==> src/rtl/trap_status_pkg.sv <==
package trap_status_pkg;

  localparam int NUM_REQ   = 7;
  localparam int NUM_BANKS = 5;
  localparam int BANK_W    = $clog2(NUM_BANKS);

  // request bit positions
  localparam int REQ_RESET = 0;
  localparam int REQ_UNDEF = 1;
  localparam int REQ_SWI   = 2;
  localparam int REQ_PABT  = 3;
  localparam int REQ_DABT  = 4;
  localparam int REQ_IRQ   = 5;
  localparam int REQ_FIQ   = 6;

  localparam logic [4:0] MODE_USR = 5'b10000;
  localparam logic [4:0] MODE_SVC = 5'b10011;
  localparam logic [4:0] MODE_UND = 5'b11011;
  localparam logic [4:0] MODE_ABT = 5'b10111;
  localparam logic [4:0] MODE_IRQ = 5'b10010;
  localparam logic [4:0] MODE_FIQ = 5'b10001;
  localparam logic [4:0] MODE_SYS = 5'b11111;

  typedef enum logic [2:0] {
    EX_NONE, EX_RESET, EX_UNDEF, EX_SWI, EX_PABT, EX_DABT, EX_IRQ, EX_FIQ
  } excKind_e;

  typedef struct packed {
    logic              valid;
    logic [BANK_W-1:0] idx;
  } bankSel_t;

  typedef struct packed {
    logic              take;
    logic              hardReset;
    excKind_e          kind;
    logic [4:0]        mode;
    logic              setF;
    logic              saveOld;
    logic [BANK_W-1:0] bank;
    logic              linkEn;
    logic              irqAck;
    logic              psrWr;
    logic              savedWr;
    logic [BANK_W-1:0] savedBank;
  } trapStrobe_t;

  function automatic bankSel_t bankOf(input logic [4:0] m);
    bankSel_t s;
    s.valid = 1'b1;
    case (m)
      MODE_SVC: s.idx = BANK_W'(0);
      MODE_UND: s.idx = BANK_W'(1);
      MODE_ABT: s.idx = BANK_W'(2);
      MODE_IRQ: s.idx = BANK_W'(3);
      MODE_FIQ: s.idx = BANK_W'(4);
      default: begin
        s.valid = 1'b0;
        s.idx   = '0;
      end
    endcase
    return s;
  endfunction

  function automatic logic [7:0] vecOffset(input excKind_e k);
    case (k)
      EX_UNDEF: return 8'h04;
      EX_SWI:   return 8'h08;
      EX_PABT:  return 8'h0C;
      EX_DABT:  return 8'h10;
      EX_IRQ:   return 8'h18;
      EX_FIQ:   return 8'h1C;
      default:  return 8'h00;
    endcase
  endfunction

endpackage

==> src/rtl/trap_status_ctrl.sv <==
module trap_status_ctrl
  import trap_status_pkg::*;
(
  input  logic               clk,
  input  logic               rstN,
  input  logic               hold,
  input  logic [NUM_REQ-1:0] excReq,
  input  logic               psrWrEn,
  input  logic               savedWrEn,
  input  logic [4:0]         curMode,
  output trapStrobe_t        strobe
);

  // fixed priority, highest first
  localparam int PRIO [NUM_REQ] = '{REQ_RESET, REQ_DABT, REQ_FIQ, REQ_IRQ,
                                    REQ_PABT, REQ_UNDEF, REQ_SWI};

  logic [NUM_REQ-1:0] grant;
  excKind_e           kind;
  bankSel_t           tgtSel, curSel;
  logic               live;

  always_comb begin
    logic found;
    grant = '0;
    found = 1'b0;
    for (int p = 0; p < NUM_REQ; p++) begin
      if (excReq[PRIO[p]] && !found) begin
        grant[PRIO[p]] = 1'b1;
        found = 1'b1;
      end
    end
    if (!rstN) grant = NUM_REQ'(1) << REQ_RESET;
  end

  always_comb begin
    kind = EX_NONE;
    if      (grant[REQ_RESET]) kind = EX_RESET;
    else if (grant[REQ_DABT])  kind = EX_DABT;
    else if (grant[REQ_FIQ])   kind = EX_FIQ;
    else if (grant[REQ_IRQ])   kind = EX_IRQ;
    else if (grant[REQ_PABT])  kind = EX_PABT;
    else if (grant[REQ_UNDEF]) kind = EX_UNDEF;
    else if (grant[REQ_SWI])   kind = EX_SWI;
  end

  assign live = rstN && !hold;

  always_comb begin
    strobe = '0;
    strobe.hardReset = !rstN;
    strobe.take      = !rstN || (live && (kind != EX_NONE));
    strobe.kind      = kind;
    case (kind)
      EX_UNDEF:       strobe.mode = MODE_UND;
      EX_PABT,EX_DABT: strobe.mode = MODE_ABT;
      EX_IRQ:         strobe.mode = MODE_IRQ;
      EX_FIQ:         strobe.mode = MODE_FIQ;
      default:        strobe.mode = MODE_SVC;
    endcase
    tgtSel           = bankOf(strobe.mode);
    curSel           = bankOf(curMode);
    strobe.setF      = (kind == EX_RESET) || (kind == EX_FIQ);
    strobe.saveOld   = strobe.take && (kind != EX_RESET) && tgtSel.valid;
    strobe.bank      = tgtSel.idx;
    strobe.linkEn    = strobe.take && (kind != EX_RESET);
    strobe.irqAck    = strobe.take && (kind == EX_IRQ);
    strobe.psrWr     = live && psrWrEn && !strobe.take;
    strobe.savedWr   = live && savedWrEn && !strobe.take && curSel.valid;
    strobe.savedBank = curSel.idx;
  end

  // at most one request granted
  p_grant_onehot_r9: assert property (@(posedge clk) disable iff (!rstN)
    $onehot0(grant));

endmodule

==> src/rtl/trap_status_dp.sv <==
module trap_status_dp
  import trap_status_pkg::*;
#(
  parameter int              DATA_W    = 32,
  parameter logic [DATA_W-1:0] HIGH_BASE = 32'hFFFF0000
) (
  input  logic              clk,
  input  logic              rstN,
  input  logic              hold,
  input  logic              highVec,
  input  logic [DATA_W-1:0] nextPc,
  input  logic [DATA_W-1:0] faultPc,
  input  logic [DATA_W-1:0] psrWrData,
  input  logic [DATA_W-1:0] savedWrData,
  input  trapStrobe_t       strobe,
  output logic [DATA_W-1:0] psr,
  output logic [DATA_W-1:0] savedOut,
  output logic              branchValid,
  output logic [DATA_W-1:0] branchAddr,
  output logic              linkValid,
  output logic [DATA_W-1:0] linkValue,
  output logic [4:0]        linkMode,
  output logic              intAck
);

  logic [DATA_W-1:0] psrQ;
  logic [DATA_W-1:0] bankQ [NUM_BANKS];
  logic [DATA_W-1:0] newPsr, basePsr, vecAddr, linkNext;
  bankSel_t          curSel;

  always_comb begin
    basePsr   = strobe.hardReset ? '0 : psrQ;
    newPsr    = basePsr;
    newPsr[7] = 1'b1;
    newPsr[6] = strobe.setF | basePsr[6];
    newPsr[5] = 1'b0;
    newPsr[4:0] = strobe.mode;
  end

  assign vecAddr = (highVec ? HIGH_BASE : '0) | DATA_W'(vecOffset(strobe.kind));

  always_comb begin
    case (strobe.kind)
      EX_PABT:       linkNext = faultPc + DATA_W'(4);
      EX_DABT:       linkNext = faultPc + DATA_W'(8);
      EX_IRQ,EX_FIQ: linkNext = nextPc + DATA_W'(4);
      default:       linkNext = nextPc;
    endcase
  end

  always_ff @(posedge clk) begin
    if (strobe.take)       psrQ <= newPsr;
    else if (strobe.psrWr) psrQ <= psrWrData;
  end

  always_ff @(posedge clk) begin
    for (int b = 0; b < NUM_BANKS; b++) begin
      if (strobe.hardReset)
        bankQ[b] <= '0;
      else if (strobe.saveOld && strobe.bank == BANK_W'(b))
        bankQ[b] <= psrQ;
      else if (strobe.savedWr && strobe.savedBank == BANK_W'(b))
        bankQ[b] <= savedWrData;
    end
  end

  always_ff @(posedge clk) begin
    branchValid <= strobe.take;
    linkValid   <= strobe.linkEn;
    intAck      <= strobe.irqAck;
    if (strobe.take) branchAddr <= vecAddr;
    if (strobe.linkEn) begin
      linkValue <= linkNext;
      linkMode  <= strobe.mode;
    end
  end

  assign curSel   = bankOf(psrQ[4:0]);
  assign savedOut = curSel.valid ? bankQ[curSel.idx] : '0;
  assign psr      = psrQ;

  // every entry leaves interrupts masked and the state bit clear
  p_entry_masks_r3: assert property (@(posedge clk) disable iff (!rstN)
    branchValid |-> (psr[7] && !psr[5]));

  // a held cycle leaves the status word untouched
  p_hold_freeze_r10: assert property (@(posedge clk) disable iff (!rstN)
    (hold && rstN) |=> $stable(psr));

  // acknowledge only alongside an IRQ entry
  p_ack_irq_r8: assert property (@(posedge clk) disable iff (!rstN)
    intAck |-> (branchValid && linkMode == MODE_IRQ));

endmodule

==> src/rtl/trap_status_unit.sv <==
module trap_status_unit
  import trap_status_pkg::*;
#(
  parameter int                DATA_W    = 32,
  parameter logic [DATA_W-1:0] HIGH_BASE = 32'hFFFF0000
) (
  input  logic               clk,
  input  logic               rstN,
  input  logic               hold,
  input  logic               highVec,
  input  logic [NUM_REQ-1:0] excReq,
  input  logic [DATA_W-1:0]  nextPc,
  input  logic [DATA_W-1:0]  faultPc,
  input  logic               psrWrEn,
  input  logic [DATA_W-1:0]  psrWrData,
  input  logic               savedWrEn,
  input  logic [DATA_W-1:0]  savedWrData,
  output logic [DATA_W-1:0]  psr,
  output logic [DATA_W-1:0]  savedOut,
  output logic               branchValid,
  output logic [DATA_W-1:0]  branchAddr,
  output logic               linkValid,
  output logic [DATA_W-1:0]  linkValue,
  output logic [4:0]         linkMode,
  output logic               intAck
);

  trapStrobe_t strobe;

  trap_status_ctrl uCtrl (
    .clk       (clk),
    .rstN      (rstN),
    .hold      (hold),
    .excReq    (excReq),
    .psrWrEn   (psrWrEn),
    .savedWrEn (savedWrEn),
    .curMode   (psr[4:0]),
    .strobe    (strobe)
  );

  trap_status_dp #(.DATA_W(DATA_W), .HIGH_BASE(HIGH_BASE)) uDp (
    .clk         (clk),
    .rstN        (rstN),
    .hold        (hold),
    .highVec     (highVec),
    .nextPc      (nextPc),
    .faultPc     (faultPc),
    .psrWrData   (psrWrData),
    .savedWrData (savedWrData),
    .strobe      (strobe),
    .psr         (psr),
    .savedOut    (savedOut),
    .branchValid (branchValid),
    .branchAddr  (branchAddr),
    .linkValid   (linkValid),
    .linkValue   (linkValue),
    .linkMode    (linkMode),
    .intAck      (intAck)
  );

endmodule

==> config.mk <==
export PLATFORM = sky130hd
export DESIGN_NAME = trap_status_unit
export DESIGN_NICKNAME = d
export VERILOG_FILES = /design/src/rtl/trap_status_pkg.sv /design/src/rtl/trap_status_ctrl.sv /design/src/rtl/trap_status_dp.sv /design/src/rtl/trap_status_unit.sv
export SDC_FILE = /design/constraint.sdc
export NUM_CORES = 1
export LEC_CHECK = 0
export BUFFER_PORTS_ARGS = -buffer_cell sky130_fd_sc_hd__buf_2
export CAP_MARGIN = 10
export CORE_AREA = 2 2 217 219
export CTS_BUF_LIST = sky130_fd_sc_hd__clkbuf_8 sky130_fd_sc_hd__clkbuf_16
export DETAILED_ROUTE_END_ITERATION = 10
export DIE_AREA = 0 0 219 221
export PLACE_DENSITY = 0.49
export SLEW_MARGIN = 15
export SYNTH_ARGS = -nofsm -noshare
export SYNTH_HDL_FRONTEND = slang
export SYNTH_HIERARCHICAL = 1
export SYNTH_SLANG_ARGS = --single-unit
==> constraint.sdc <==
create_clock -name clk -period 3.69 [get_ports clk]
set_input_delay 0 -clock clk [delete_from_list [all_inputs] [get_ports clk]]
set_output_delay 0 -clock clk [all_outputs]
set_load 0.02 [all_outputs]
# Yosys cells after proc, flatten, opt, wreduce, memory -nomap -nowiden
# Memory sizes are Yosys's and may differ from the RTL's.
# Cells that the tools add are included.
# W data, S select, Z words.
classes:
  n_addsub: 3
  mul: 0
  div_mod_pow: 0
  n_lt_le_gt_ge: 0
  eq_ne: 27
  shifts: 0
  muxes: 78
  n_bitwise: 12
  n_reduce_logical: 46
ops:
  columns: ["op", "count"]
  rows:
  - ["$mux W32", 15]
  - ["$pmux W32 S3", 1]
  - ["$add A32 B3 Y32 const B", 2]
  - ["$eq A5 B5 Y1 const B", 10]
  - ["$mux W1", 50]
  - ["$add A32 B4 Y32 const B", 1]
  - ["$or A32 B5 Y32", 1]
  - ["$pmux W5 S6", 1]
  - ["$logic_and A1 B1 Y1", 26]
  - ["$pmux W3 S4", 2]
  - ["$eq A3 B2 Y1 const B", 6]
  - ["$eq A3 B3 Y1 const B", 6]
  - ["$mux W3", 6]
  - ["$pmux W4 S4", 1]
  - ["$or A1 B1 Y1", 11]
  - ["$reduce_or A5 Y1", 2]
  - ["$eq A3 B1 Y1 const B", 3]
  - ["$logic_not A1 Y1", 9]
  - ["$mux W7", 1]
  - ["$logic_not A3 Y1", 2]
  - ["$reduce_or A2 Y1", 2]
  - ["$ne A3 B1 Y1 const B", 1]
  - ["$reduce_bool A3 Y1", 1]
  - ["$logic_or A1 B1 Y1", 2]
  - ["other kinds (4)", 4]
totals:
  ff_bits: 104
  latchBits: 0
  ram_bits: 160
  rom_bits: 0
  in_bits: 141
  out_inout_bits: 136
  word_cells: 176
  n_memories: 1
memory_table:
  columns: ["memory", "depth", "word_bits", "rd", "rd_ports_with_merged_regs", "wr", "line", "source"]
  rows:
  - ["uDp.bankQ", 5, 32, 1, 0, 5, "trap_status_dp.sv:27", "logic [DATA_W-1:0] bankQ [NUM_BANKS];"]

# Depth between registers and ports, before layout
# Gate-level depths: netlist of the first run.
depth:
  word_depth: 40
  ltp_mapped: 18
  mapped_depth_nobuf: 12

# By module
# The synthesis of the first run kept the hierarchy.
by_module_without_submodules:
  columns: ["mod", "instances", "cells_per_inst", "area_per_inst_um2", "seq_area_each_um2"]
  rows:
  - ["trap_status_dp", 1, 1312, 13306.5, 7036.7]
  - ["trap_status_ctrl", 1, 56, 386.6, 0.0]

# Least setup slack after synthesis of the first run
# OpenSTA, ideal clock, no wires.
synth_path:
  path_kind: "register to register"
  startpoint: "register uDp.psrQ[3], in the netlist uDp/psr[3]"
  endpoint: "memory uDp.bankQ[0][0] (enable)"
  setup_time_ns: 0.466
  arrival_time_ns: 3.754
  t_required_ns: 3.224
  path_slack_ns: -0.529
  stages_incl_launch_ff: 6
  n_path_buf: 0
  synth_period_minus_slack_ns: 4.219
  cell_sequence: "edfxtp_1 nor2_1 o21ai_0 a21oi_1 or3b_2 o21ai_0"
synth_rtl:
  columns: ["element", "line", "source"]
  rows:
  - ["from (decl)", "trap_status_dp.sv:26", "logic [DATA_W-1:0] psrQ;"]
  - ["from (signal assigned)", "trap_status_dp.sv:52", "if (strobe.take) psrQ <= newPsr;"]
  - ["from (signal assigned)", "trap_status_dp.sv:53", "else if (strobe.psrWr) psrQ <= psrWrData;"]
  - ["to (decl)", "trap_status_dp.sv:27", null]

==> flow_summary.yaml, run 1 <==
run_status:
  status: "finished, final reports clean"
global_route:
  first_global_vias: 12600
  grt_pass1_wl_mm: 76.2
  grt_antenna_before_repair: 2
  gr-usage-all-layers_pct: 20.4
  grt_max_degree: 53
  grt_overflow: 0
placed_design:
  routabilityCongestion: 0.891
  place_hpwl_mm: 33.0
  place_worst_setup_slack_ns: 0.464
  placement.io_buffers: 263
  placed_cells: 2174
routing:
  dr_wl_met2_mm: 24.7
  via_count: 12500
  postRouteAntennaNets: 0
  detailed_router_s_first_iteration_violation_count: 993
  routed.top_layer: "met5"
  wl_mm: 50.4
  wire_per_inst_um: 21.3
  dr.pass1.iters: 5
  via_per_instance_ratio: 5.29
  dr_wl_met3_mm: 3.28
  drc: 0
  met1Wirelength_mm: 21.4
job:
  cap_viol_max_count: 0
timing:
  fmax_mhz: 287
  unrepaired_setup_endpoints_after_global_routing: "true"
  max-slew-margin-rel_pct: 26.5
  final.period_utilization_pct: 94.3
  finalSetupViolCount: 0
  max_slew.worst_pin.slew_ns: 1.10
  fin_crit_ns: 3.48
  hold_ws_ns: 0.0408
  hold_viol: 0
  setup_ws_ns: 0.210
  clock_skew_ns: 0.00923
  report.final.slew_viol_count: 0
floorplan:
  die_y_extent_um: 221
  start_util_pct: 29.7
  rows: 79
  boundaryPins: 277
  die_area_mm2: 0.0484
  coreArea_mm2: 0.0461
  fp.dieW_um: 219
finish:
  final.fill_count: 4655
  area_growth_pct: 32.4
  finalNetCount: 1884
  footprint_of_the_multi_input_gates_mm2: 0.00615
  post_layout_nonfiller_instances: 2367
  post_route_cells_drive_above_1_share_pct: 23.4
  antenna_diodes: 0
  ff_latch_area_mm2: 0.00704
clock_network:
  clk_pin_slew_ns: 0.06
  ctsHtreeMaxLevel: 1
  cts-buffers-inserted: 30
  max-clock-path-buffers: 3
  ctsRootBufferMaster: "clkbuf_16"
  tritoncts: "done"
  cts_sinks: 236
  worst_skew_pair.late_latency_ns: 0.58
critical_path:
  critical_path.cell_chain: "dlygate4sd3_1 > buf_2 > nor2_1 > a21oi_1 > dlygate4sd3_1 > nor2_1 > ha_1 > mux2_1 > a32o_1 > and3b_1 > nor4_2 > buf_4 > a22o_1"
  cp_top_family: "buffers and inverters"
  setup.worst_path.start_class: "primary input"
  critical_path_buf_inv_count: 4
  crit_type: "primary input to register"
  cpPeakStageDelay_ns: 0.59
  crit_required_ns: 4.13
  worst-path-max-fanout: 20
  worst_ep_arrival_time_ns: 3.92
  worst_path_max_delay_cell: "dlygate4sd3_1"
  cp-end-kind: "register"
power:
  power_mw: 7.06
  power_density_mw_per_mm2: 389
  ir_worst_vdd_mv: 0.382
  p_leak_nw: 7.05
yosys:
  async_flop_share_pct: 0
  syn-mean-instance-area_um2: 10.0
  synth.yosys.seq_area_share_pct: 51.4
  synth_top_area_share_pct: 50.7
  syn_area_mm2: 0.0137
  yosys_most_used_dff: "edfxtp_1"
  synth_largest_area_cell: "edfxtp_1"
  synth-seq-cells: 236
  synth.yosys.warnings: 6
  synth_enable_flop_cells: 231
  synth.top_cells.by_area: "edfxtp_1 51%, a22o_1 8.5%, nand2_1 6.1%"
  ys_types: 72
  syn_inst: 1368
worst_hold_path:
  holdCritPathClass: "primary input to register"
-- worst min-delay path, stage by stage --
cell     delay (ns)
buf_2          0.15
xnor2_1        0.09
nand2_1        0.06
a31oi_1        0.13
-- sequential cells by signal (all words and copies together), names as in the netlist --
| signal | flops |
|---|---|
| uDp/bankQ | 160 |
| uDp/linkValid | 1 |
| uDp/branchAddr | 4 |
| uDp/linkValue | 32 |
| uDp/intAck | 1 |
| uDp/branchValid | 1 |
| uDp/linkMode | 5 |
| uDp/psr | 32 |
-- through the flow --
step | cell area [um^2] | util (%) | setup TNS, ns
2_1_floorplan | 13700 | - | 0
3_3_place_gp | 15800 | 34.2 | 0
3_5_place_dp | 15800 | 34.2 | 0
4_1_cts | 18100 | 39.2 | 0
5_1_grt | 18100 | 39.4 | -0.0757
6_report | 18100 | 39.4 | 0
-- cell usage in the layout (no fill, tap or decap), types with 32 or more instances in the layout --
master	n
edfxtp_1	231
nand2_1	221
buf_2	263
a21oi_1	53
nand3_1	127
buf_4	53
a22o_1	133
a22oi_1	32
dlygate4sd3_1	138
nor2_1	68
-- layer usage --
layer	track usage (%)	vias to the layer above
met1	26.6	6169
met5	0	-
met2	35.0	438
met4	4.73	4
li1	-	5824
met3	3.40	78
-- synthesized netlist by cell type (3+ instances only) --
library cell  count
xnor2_1          22
o22ai_1           6
nand2b_1         14
ha_1              6
a31oi_1           5
nand4_1          29
o211ai_1          6
o221ai_1          7
buf_4            29
a22oi_1          32
a211o_1           4
buf_2             7
xor2_1           25
a211oi_1          4
nor2b_1          15
o21ai_2           6
and4_1            3
or3_1             5
o21a_1            6
o21ai_0          30
nor3_1           24
a21oi_1          53
mux2_2            5
clkbuf_1         89
nand2_1         221
edfxtp_1        231
and3_1           10
buf_1             6
nor4_1           10
inv_1            15
nand3_1         128
nor3b_1           3
mux2i_1          21
dfxtp_1           5
nor2_1           71
a22o_1          133
and2_1           29
buf_6             4
o21ai_1           5
-- power breakdown --
part	switching (mW)	internal [mW]	total, mW	leakage (nW)
clock	1.19	1.60	2.79	0.492
combinational	0.703	0.422	1.13	4.15
sequential	0.0818	3.06	3.14	2.41
total	1.98	5.08	7.06	7.05
-- area by class of cell --
class | count | share of cell area, %
tap | 607 | 4.19
sequential | 236 | 38.8
clock inverter | 25 | 0.932
clock buffer | 30 | 4.14
multi-input combinational | 994 | 33.9
inverter | 15 | 0.311
timing repair buffer | 460 | 17.7
-- final timing paths --
| check | slack, ns | cells past startpoint | endpoint | from |
|---|---|---|---|---|
| max | 0.21 | 13 | uDp/bankQ[2][23]$_DFFE_PP_ | excReq[6] |
| min | 0.04 | 4 | uDp/linkValue[15]$_DFFE_PP_ | faultPc[15] |
| max reg2reg | 0.63 | 7 | uDp/bankQ[4][8]$_SDFFCE_PN0P_ | uDp/psr[3]$_DFFE_PP_ |
| min reg2reg | 0.72 | 1 | uDp/bankQ[3][13]$_DFFE_PP_ | uDp/psr[13]$_DFFE_PP_ |
-- what timing repair did --
item / in CTS / in global routing
gates resized for setup: 0 / 13
endpoints found under the hold margin: 230 / 0
hold buffers: 138 / 0
buffers inserted: 0 / 0
setup endpoints to repair: 0 / 52
-- cell families after synthesis --
family	Yosys count	share of synthesized area [%]
AND/OR/NAND/NOR	583	20.5
flip-flops	236	51.4
AO/OA/AOI/OAI	317	17.3
other	2	0.0548
multiplexers	27	2.03
buffers and inverters	150	5.19
adder cells (fa/ha/maj)	6	0.548
XOR/XNOR	47	3.01
Power figures use the tool's default switching activity.
==> inputs of run 2 (changes only) <==
--- a/config.mk
+++ b/config.mk
@@ -7,10 +7,10 @@
 export LEC_CHECK = 0
 export BUFFER_PORTS_ARGS = -buffer_cell sky130_fd_sc_hd__buf_2
 export CAP_MARGIN = 10
-export CORE_AREA = 2 2 217 219
+export CORE_AREA = 2 2 250 191
 export CTS_BUF_LIST = sky130_fd_sc_hd__clkbuf_8 sky130_fd_sc_hd__clkbuf_16
 export DETAILED_ROUTE_END_ITERATION = 10
-export DIE_AREA = 0 0 219 221
+export DIE_AREA = 0 0 252 193
 export PLACE_DENSITY = 0.49
 export SLEW_MARGIN = 15
 export SYNTH_ARGS = -nofsm -noshare
==> run 2 against run 1 <==
Die area grew 0.49%; sequential share of layout area is 0.27 points higher; non-clock buffer count shrank 18; routed wire length rose by 0.94%; largest power group unchanged; clock skew up 0.015 ns; flip-flop and latch count unchanged.
==> flow_summary.yaml, run 2 (synthesized netlist as in run 1, its figures left out) <==
run_status:
  status: "finished, final reports clean"
timing:
  fmax_mhz: 280
  hold_viol: 0
  fin_crit_ns: 3.57
  max_slew.worst_pin.slew_ns: 1.08
  setup_ws_ns: 0.121
  report.final.slew_viol_count: 0
  final.period_utilization_pct: 96.7
  tns_ns: 0
  clock_skew_ns: 0.0238
  max-slew-margin-rel_pct: 27.9
  finalSetupViolCount: 0
  hold_ws_ns: 0.0280
floorplan:
  rows: 69
  fp.dieW_um: 252
  die_area_mm2: 0.0486
  start_util_pct: 29.5
  die_y_extent_um: 193
  coreArea_mm2: 0.0464
  boundaryPins: 277
routing:
  dr.pass1.iters: 5
  drc: 0
  wire_per_inst_um: 21.7
  detailed_router_s_first_iteration_violation_count: 931
  postRouteAntennaNets: 0
  via_per_instance_ratio: 5.31
  via_count: 12500
  wl_mm: 50.9
power:
  ir_worst_vdd_mv: 0.305
  intPower_mw: 5.13
  p_leak_nw: 6.98
  share_seq_of_total_power_pct: 44.2
  power_mw: 7.09
  power.net_switching_mw: 1.96
  power_switching_share_pct: 27.6
  comb_power_share_pct: 15.7
  power_density_mw_per_mm2: 394
  pwr-share-clk_pct: 40.1
finish:
  area_growth_pct: 31.5
  fin_area_mm2: 0.0180
  post_layout_nonfiller_instances: 2344
  largest_register: "uDp/bankQ"
  largest_register_ff_count: 160
  mostFrequentLayoutCell: "buf_2"
  layout_common_cells: "263 x buf_2, 231 x edfxtp_1, 220 x nand2_1, 133 x a22o_1, 129 x dlygate4sd3_1"
  post-route-util_pct: 38.8
  finalNetCount: 1864
  post_route_cells_drive_above_1_share_pct: 23.2
placed_design:
  routabilityCongestion: 0.873
  placement.io_buffers: 263
  place_worst_setup_slack_ns: 0.292
  place_hpwl_mm: 31.5
  placedInstanceArea_mm2: 0.0157
  placed_cells: 2158
clock_network:
  max-clock-path-buffers: 3
  ctsHtreeMaxLevel: 1
  worst_skew_pair.late_latency_ns: 0.58
  tritoncts: "done"
  ctsRootBufferMaster: "clkbuf_16"
  cts-buffers-inserted: 28
  cts_sinks: 236
  clk_pin_slew_ns: 0.06
worst_hold_path:
  holdCritPathClass: "primary input to register"
global_route:
  first_global_vias: 12000
  grt_antenna_before_repair: 3
  gr-usage-all-layers_pct: 20.3
  grt_pass1_wl_mm: 74.9
  grt_max_degree: 65
  grt_overflow: 0
critical_path:
  worst-path-max-fanout: 34
  worst_ep_arrival_time_ns: 3.88
  crit_type: "primary input to register"
  setup.worst_path.start_class: "primary input"
  cp-end-kind: "register"
  crit_required_ns: 4.00
job:
  cap_viol_max_count: 0
==> run 2: changes by cell type in the layout (fill, tap and decap cells not counted), sizes merged <==
cell         delta
clkinvlp        +1
dlygate4sd3     -9
diode           +2
clkbuf          +5
inv             -3
buf             -9
clkinv          -6
==> run 2: path summary, 6_finish.rpt <==
path,slack (ns),endpoint,cells after the start,from
min reg2reg,0.64,uDp/psr[5]$_SDFFE_PP0P_,2,uDp/psr[5]$_SDFFE_PP0P_
max reg2reg,0.78,uDp/bankQ[0][18]$_DFFE_PP_,6,uDp/psr[3]$_DFFE_PP_
max,0.12,uDp/linkValue[12]$_DFFE_PP_,14,excReq[6]
min,0.03,uDp/psr[5]$_SDFFE_PP0P_,4,psrWrEn
==> run 2: power groups by stage <==
| stage | clock network [mW] | registers, mW | logic, mW |
|---|---|---|---|
| 6_report | 2.84 | 3.14 | 1.11 |
| 5_1_grt | 3.01 | 3.15 | 1.21 |
| 4_1_cts | 2.91 | 3.14 | 1.11 |
| 2_1_floorplan | 0 | 3.23 | 0.518 |
| 3_5_place_dp | 0 | 3.19 | 0.988 |
| 3_3_place_gp | 0 | 3.19 | 0.985 |
==> run 2: what timing repair did <==
| action | in CTS | in global routing |
|---|---|---|
| hold endpoints to repair | 229 | 0 |
| endpoints found under the setup margin | 0 | 9 |
| hold buffers | 129 | 0 |
| setup buffers | 0 | 3 |
| resized for setup | 0 | 4 |
==> run 2: per-layer routing <==
layer | track usage [%] | vias up | wire (um)
met5 | 0 | - | 0
met1 | 28.5 | 6092 | 22900
met3 | 4.16 | 72 | 4190
met4 | 5.23 | 0 | 1090
li1 | - | 5779 | -
met2 | 31.8 | 507 | 22700
==> run 2: cell type report <==
class | instances | area (um^2)
Inverter | 15 | 56.3
Clock buffer | 35 | 797
Sequential cell | 236 | 7040
Timing Repair Buffer | 442 | 3070
Tap cell | 603 | 754
Fill cell | 4553 | 28400
Antenna cell | 2 | 5.00
Clock inverter | 17 | 165
Multi-Input combinational cell | 994 | 6110
==> run 2: worst max-delay path, stage by stage <==
cell and delay (ns):
dlygate4sd3_1 0.55, buf_2 0.20, nor4_4 0.38, o21ai_0 0.21
a21boi_2 0.21, buf_6 0.29, and3_1 0.26, o21ai_0 0.20
a2111oi_2 0.38, buf_4 0.19, nand2_1 0.07, xnor2_1 0.19
o221ai_1 0.15, dlygate4sd3_1 0.59
==> inputs of run 3 (changes only) <==
--- a/config.mk
+++ b/config.mk
@@ -11,6 +11,7 @@
 export CTS_BUF_LIST = sky130_fd_sc_hd__clkbuf_8 sky130_fd_sc_hd__clkbuf_16
 export DETAILED_ROUTE_END_ITERATION = 10
 export DIE_AREA = 0 0 252 193
+export GPL_TIMING_DRIVEN = 0
 export PLACE_DENSITY = 0.49
 export SLEW_MARGIN = 15
 export SYNTH_ARGS = -nofsm -noshare
==> run 3 against run 2 <==
Largest cell class unchanged; global-route usage up 0.61 points; critical path type is now register to output pin; clock power down 9.2%; clock skew down 0.017 ns.
==> flow_summary.yaml, run 3 (synthesized netlist as in run 1, its figures left out) <==
global_route:
  grt_overflow: 0
  gr-usage-all-layers_pct: 20.9
  grt_max_degree: 25
  grt_pass1_wl_mm: 76.4
  first_global_vias: 12100
  grt_antenna_before_repair: 7
clock_network:
  ctsHtreeMaxLevel: 1
  worst_skew_pair.late_latency_ns: 0.56
  cts-buffers-inserted: 27
  ctsRootBufferMaster: "clkbuf_16"
  max-clock-path-buffers: 3
  clk_pin_slew_ns: 0.06
  cts_sinks: 236
  tritoncts: "done"
timing:
  finalSetupViolCount: 0
  max_slew.worst_pin.slew_ns: 1.15
  clock_skew_ns: 0.00661
  fin_crit_ns: 3.50
  max-slew-margin-rel_pct: 22.9
  final.period_utilization_pct: 94.8
  setup_ws_ns: 0.191
  fmax_mhz: 286
  hold_viol: 0
  report.final.slew_viol_count: 0
  unrepaired_setup_endpoints_after_global_routing: "true"
  hold_ws_ns: 0.0340
finish:
  post-route-util_pct: 39.3
  largest_register_ff_count: 160
  area_growth_pct: 33.2
  final.fill_count: 4631
  finalNetCount: 1952
  mostFrequentLayoutCell: "buf_2"
  largest_register: "uDp/bankQ"
  layout_common_cells: "263 x buf_2, 231 x edfxtp_1, 221 x nand2_1, 133 x a22o_1, 132 x dlygate4sd3_1"
  post_route_cells_drive_above_1_share_pct: 21.2
job:
  cap_viol_max_count: 0
placed_design:
  routabilityCongestion: 0.901
  placement.io_buffers: 258
  place_worst_setup_slack_ns: -0.972
  place_hpwl_mm: 36.4
run_status:
  status: "finished, final reports clean"
floorplan:
  die_y_extent_um: 193
  die_area_mm2: 0.0486
  rows: 69
  coreArea_mm2: 0.0464
  fp.dieW_um: 252
  start_util_pct: 29.5
  boundaryPins: 277
critical_path:
  critical_path.cell_chain: "clkbuf_1 > nor2_1 > and4b_1 > clkbuf_1 > clkbuf_1 > nand2_1 > a21oi_1 > buf_2"
  cp-end-kind: "output pin"
  timing.critical_path.from: "uDp/psr[3]$_DFFE_PP_"
  critical_path.endpoint: "savedOut[5]"
  worstReg2RegStart: "uDp/psr[4]$_DFFE_PP_"
  worst_path_max_delay_cell: "clkbuf_1"
  cp_common_cell: "clkbuf_1"
  worst-r2r-setup-slack_ns: 0.24
  cp_top_family: "buffers and inverters"
  worst_ep_arrival_time_ns: 3.50
  worst-r2r-cell-count: 7
  crit-reg2reg-capture: "uDp/bankQ[0][16]$_DFFE_PP_"
  worst-path-max-fanout: 10
  cp_num_cells: 8
  crit_required_ns: 3.69
  cpPeakStageDelay_ns: 0.56
  crit_type: "register to output pin"
  critical_path_buf_inv_count: 4
  setup.worst_path.start_class: "register"
routing:
  dr.pass1.iters: 5
  via_per_instance_ratio: 5.31
  postRouteAntennaNets: 0
  drc: 0
  via_count: 12900
  detailed_router_s_first_iteration_violation_count: 1165
  wire_per_inst_um: 21.6
  wl_mm: 52.5
worst_hold_path:
  holdCritPathClass: "primary input to register"
power:
  p_leak_nw: 7.08
  ir_worst_vdd_mv: 0.292
  power_density_mw_per_mm2: 377
[run 3: cell types whose count changed in the layout (fill, tap and decap cells not counted), sizes merged]
| cell | change |
|---|---|
| clkinv | +1 |
| buf | -3 |
| diode | +4 |
| inv | +4 |
| dlygate4sd3 | +3 |
| clkinvlp | -1 |
| clkbuf | +81 |
[run 3: what timing repair did]
item | in CTS | in global routing
pin swaps | 0 | 2
setup endpoints to repair | 16 | 41
gates resized for setup | 7 | 23
hold buffers | 132 | 0
buffers inserted | 0 | 1
hold endpoints to repair | 231 | 0
[run 3: layer usage]
metal / vias to the layer above / GRT usage [%] / part of all wire (%)
met4: 2 / 6.71 / 2.8
met5: - / 0 / 0.025
met1: 6257 / 30.0 / 45
li1: 5965 / - / -
met3: 91 / 3.99 / 8.8
met2: 603 / 31.6 / 44
[run 3: worst min path at each step]
stage           startpoint                           end  slack (ns)  cells after the start
2_1_floorplan      highVec  uDp/branchAddr[30]$_DFFE_PP_         0.1                      0
3_3_place_gp       highVec  uDp/branchAddr[30]$_DFFE_PP_        0.18                      1
3_5_place_dp       highVec  uDp/branchAddr[30]$_DFFE_PP_        0.19                      1
4_1_cts        faultPc[15]   uDp/linkValue[16]$_DFFE_PP_      0.0005                      4
5_1_grt        faultPc[21]   uDp/linkValue[21]$_DFFE_PP_        0.05                      4
6_report       faultPc[15]   uDp/linkValue[16]$_DFFE_PP_        0.03                      4
[run 3: area by class of cell]
cell class	instances	area (um^2)	share of cell area (%)
Buffer	133	663	3.64
Multi-Input combinational cell	994	6090	33.4
Clock buffer	27	676	3.70
Timing Repair Buffer	398	2790	15.3
Tap cell	603	754	4.14
Inverter	15	56.3	0.309
Clock inverter	21	156	0.857
Sequential cell	236	7040	38.6
Antenna cell	6	15.0	0.0823
[run 3: power breakdown]
part           switching, mW  internal [mW]  total, mW
combinational          0.738          0.439       1.18
clock                   1.11           1.46       2.58
sequential            0.0708           3.06       3.13
[run 3: stage by stage]
step	cell area [um^2]	power (mW)	cells	setup TNS, ns
5_1_grt	18200	7.16	2431	-0.0108
3_5_place_dp	16000	4.23	2248	-10.79
6_report	18200	6.88	2433	0
4_1_cts	18200	6.95	2427	0
2_1_floorplan	13700	3.75	1380	0
3_3_place_gp	15800	4.20	2241	-96.29
[run 3: worst reg2reg max path: cells and delay by family, from the launching register on]
kind / cells / cell delay [ns]
AO/OA/AOI/OAI: 2 / 0.46
AND/OR/NAND/NOR: 4 / 1.77
buffers and inverters: 1 / 0.61
flip-flops: 1 / 0.48
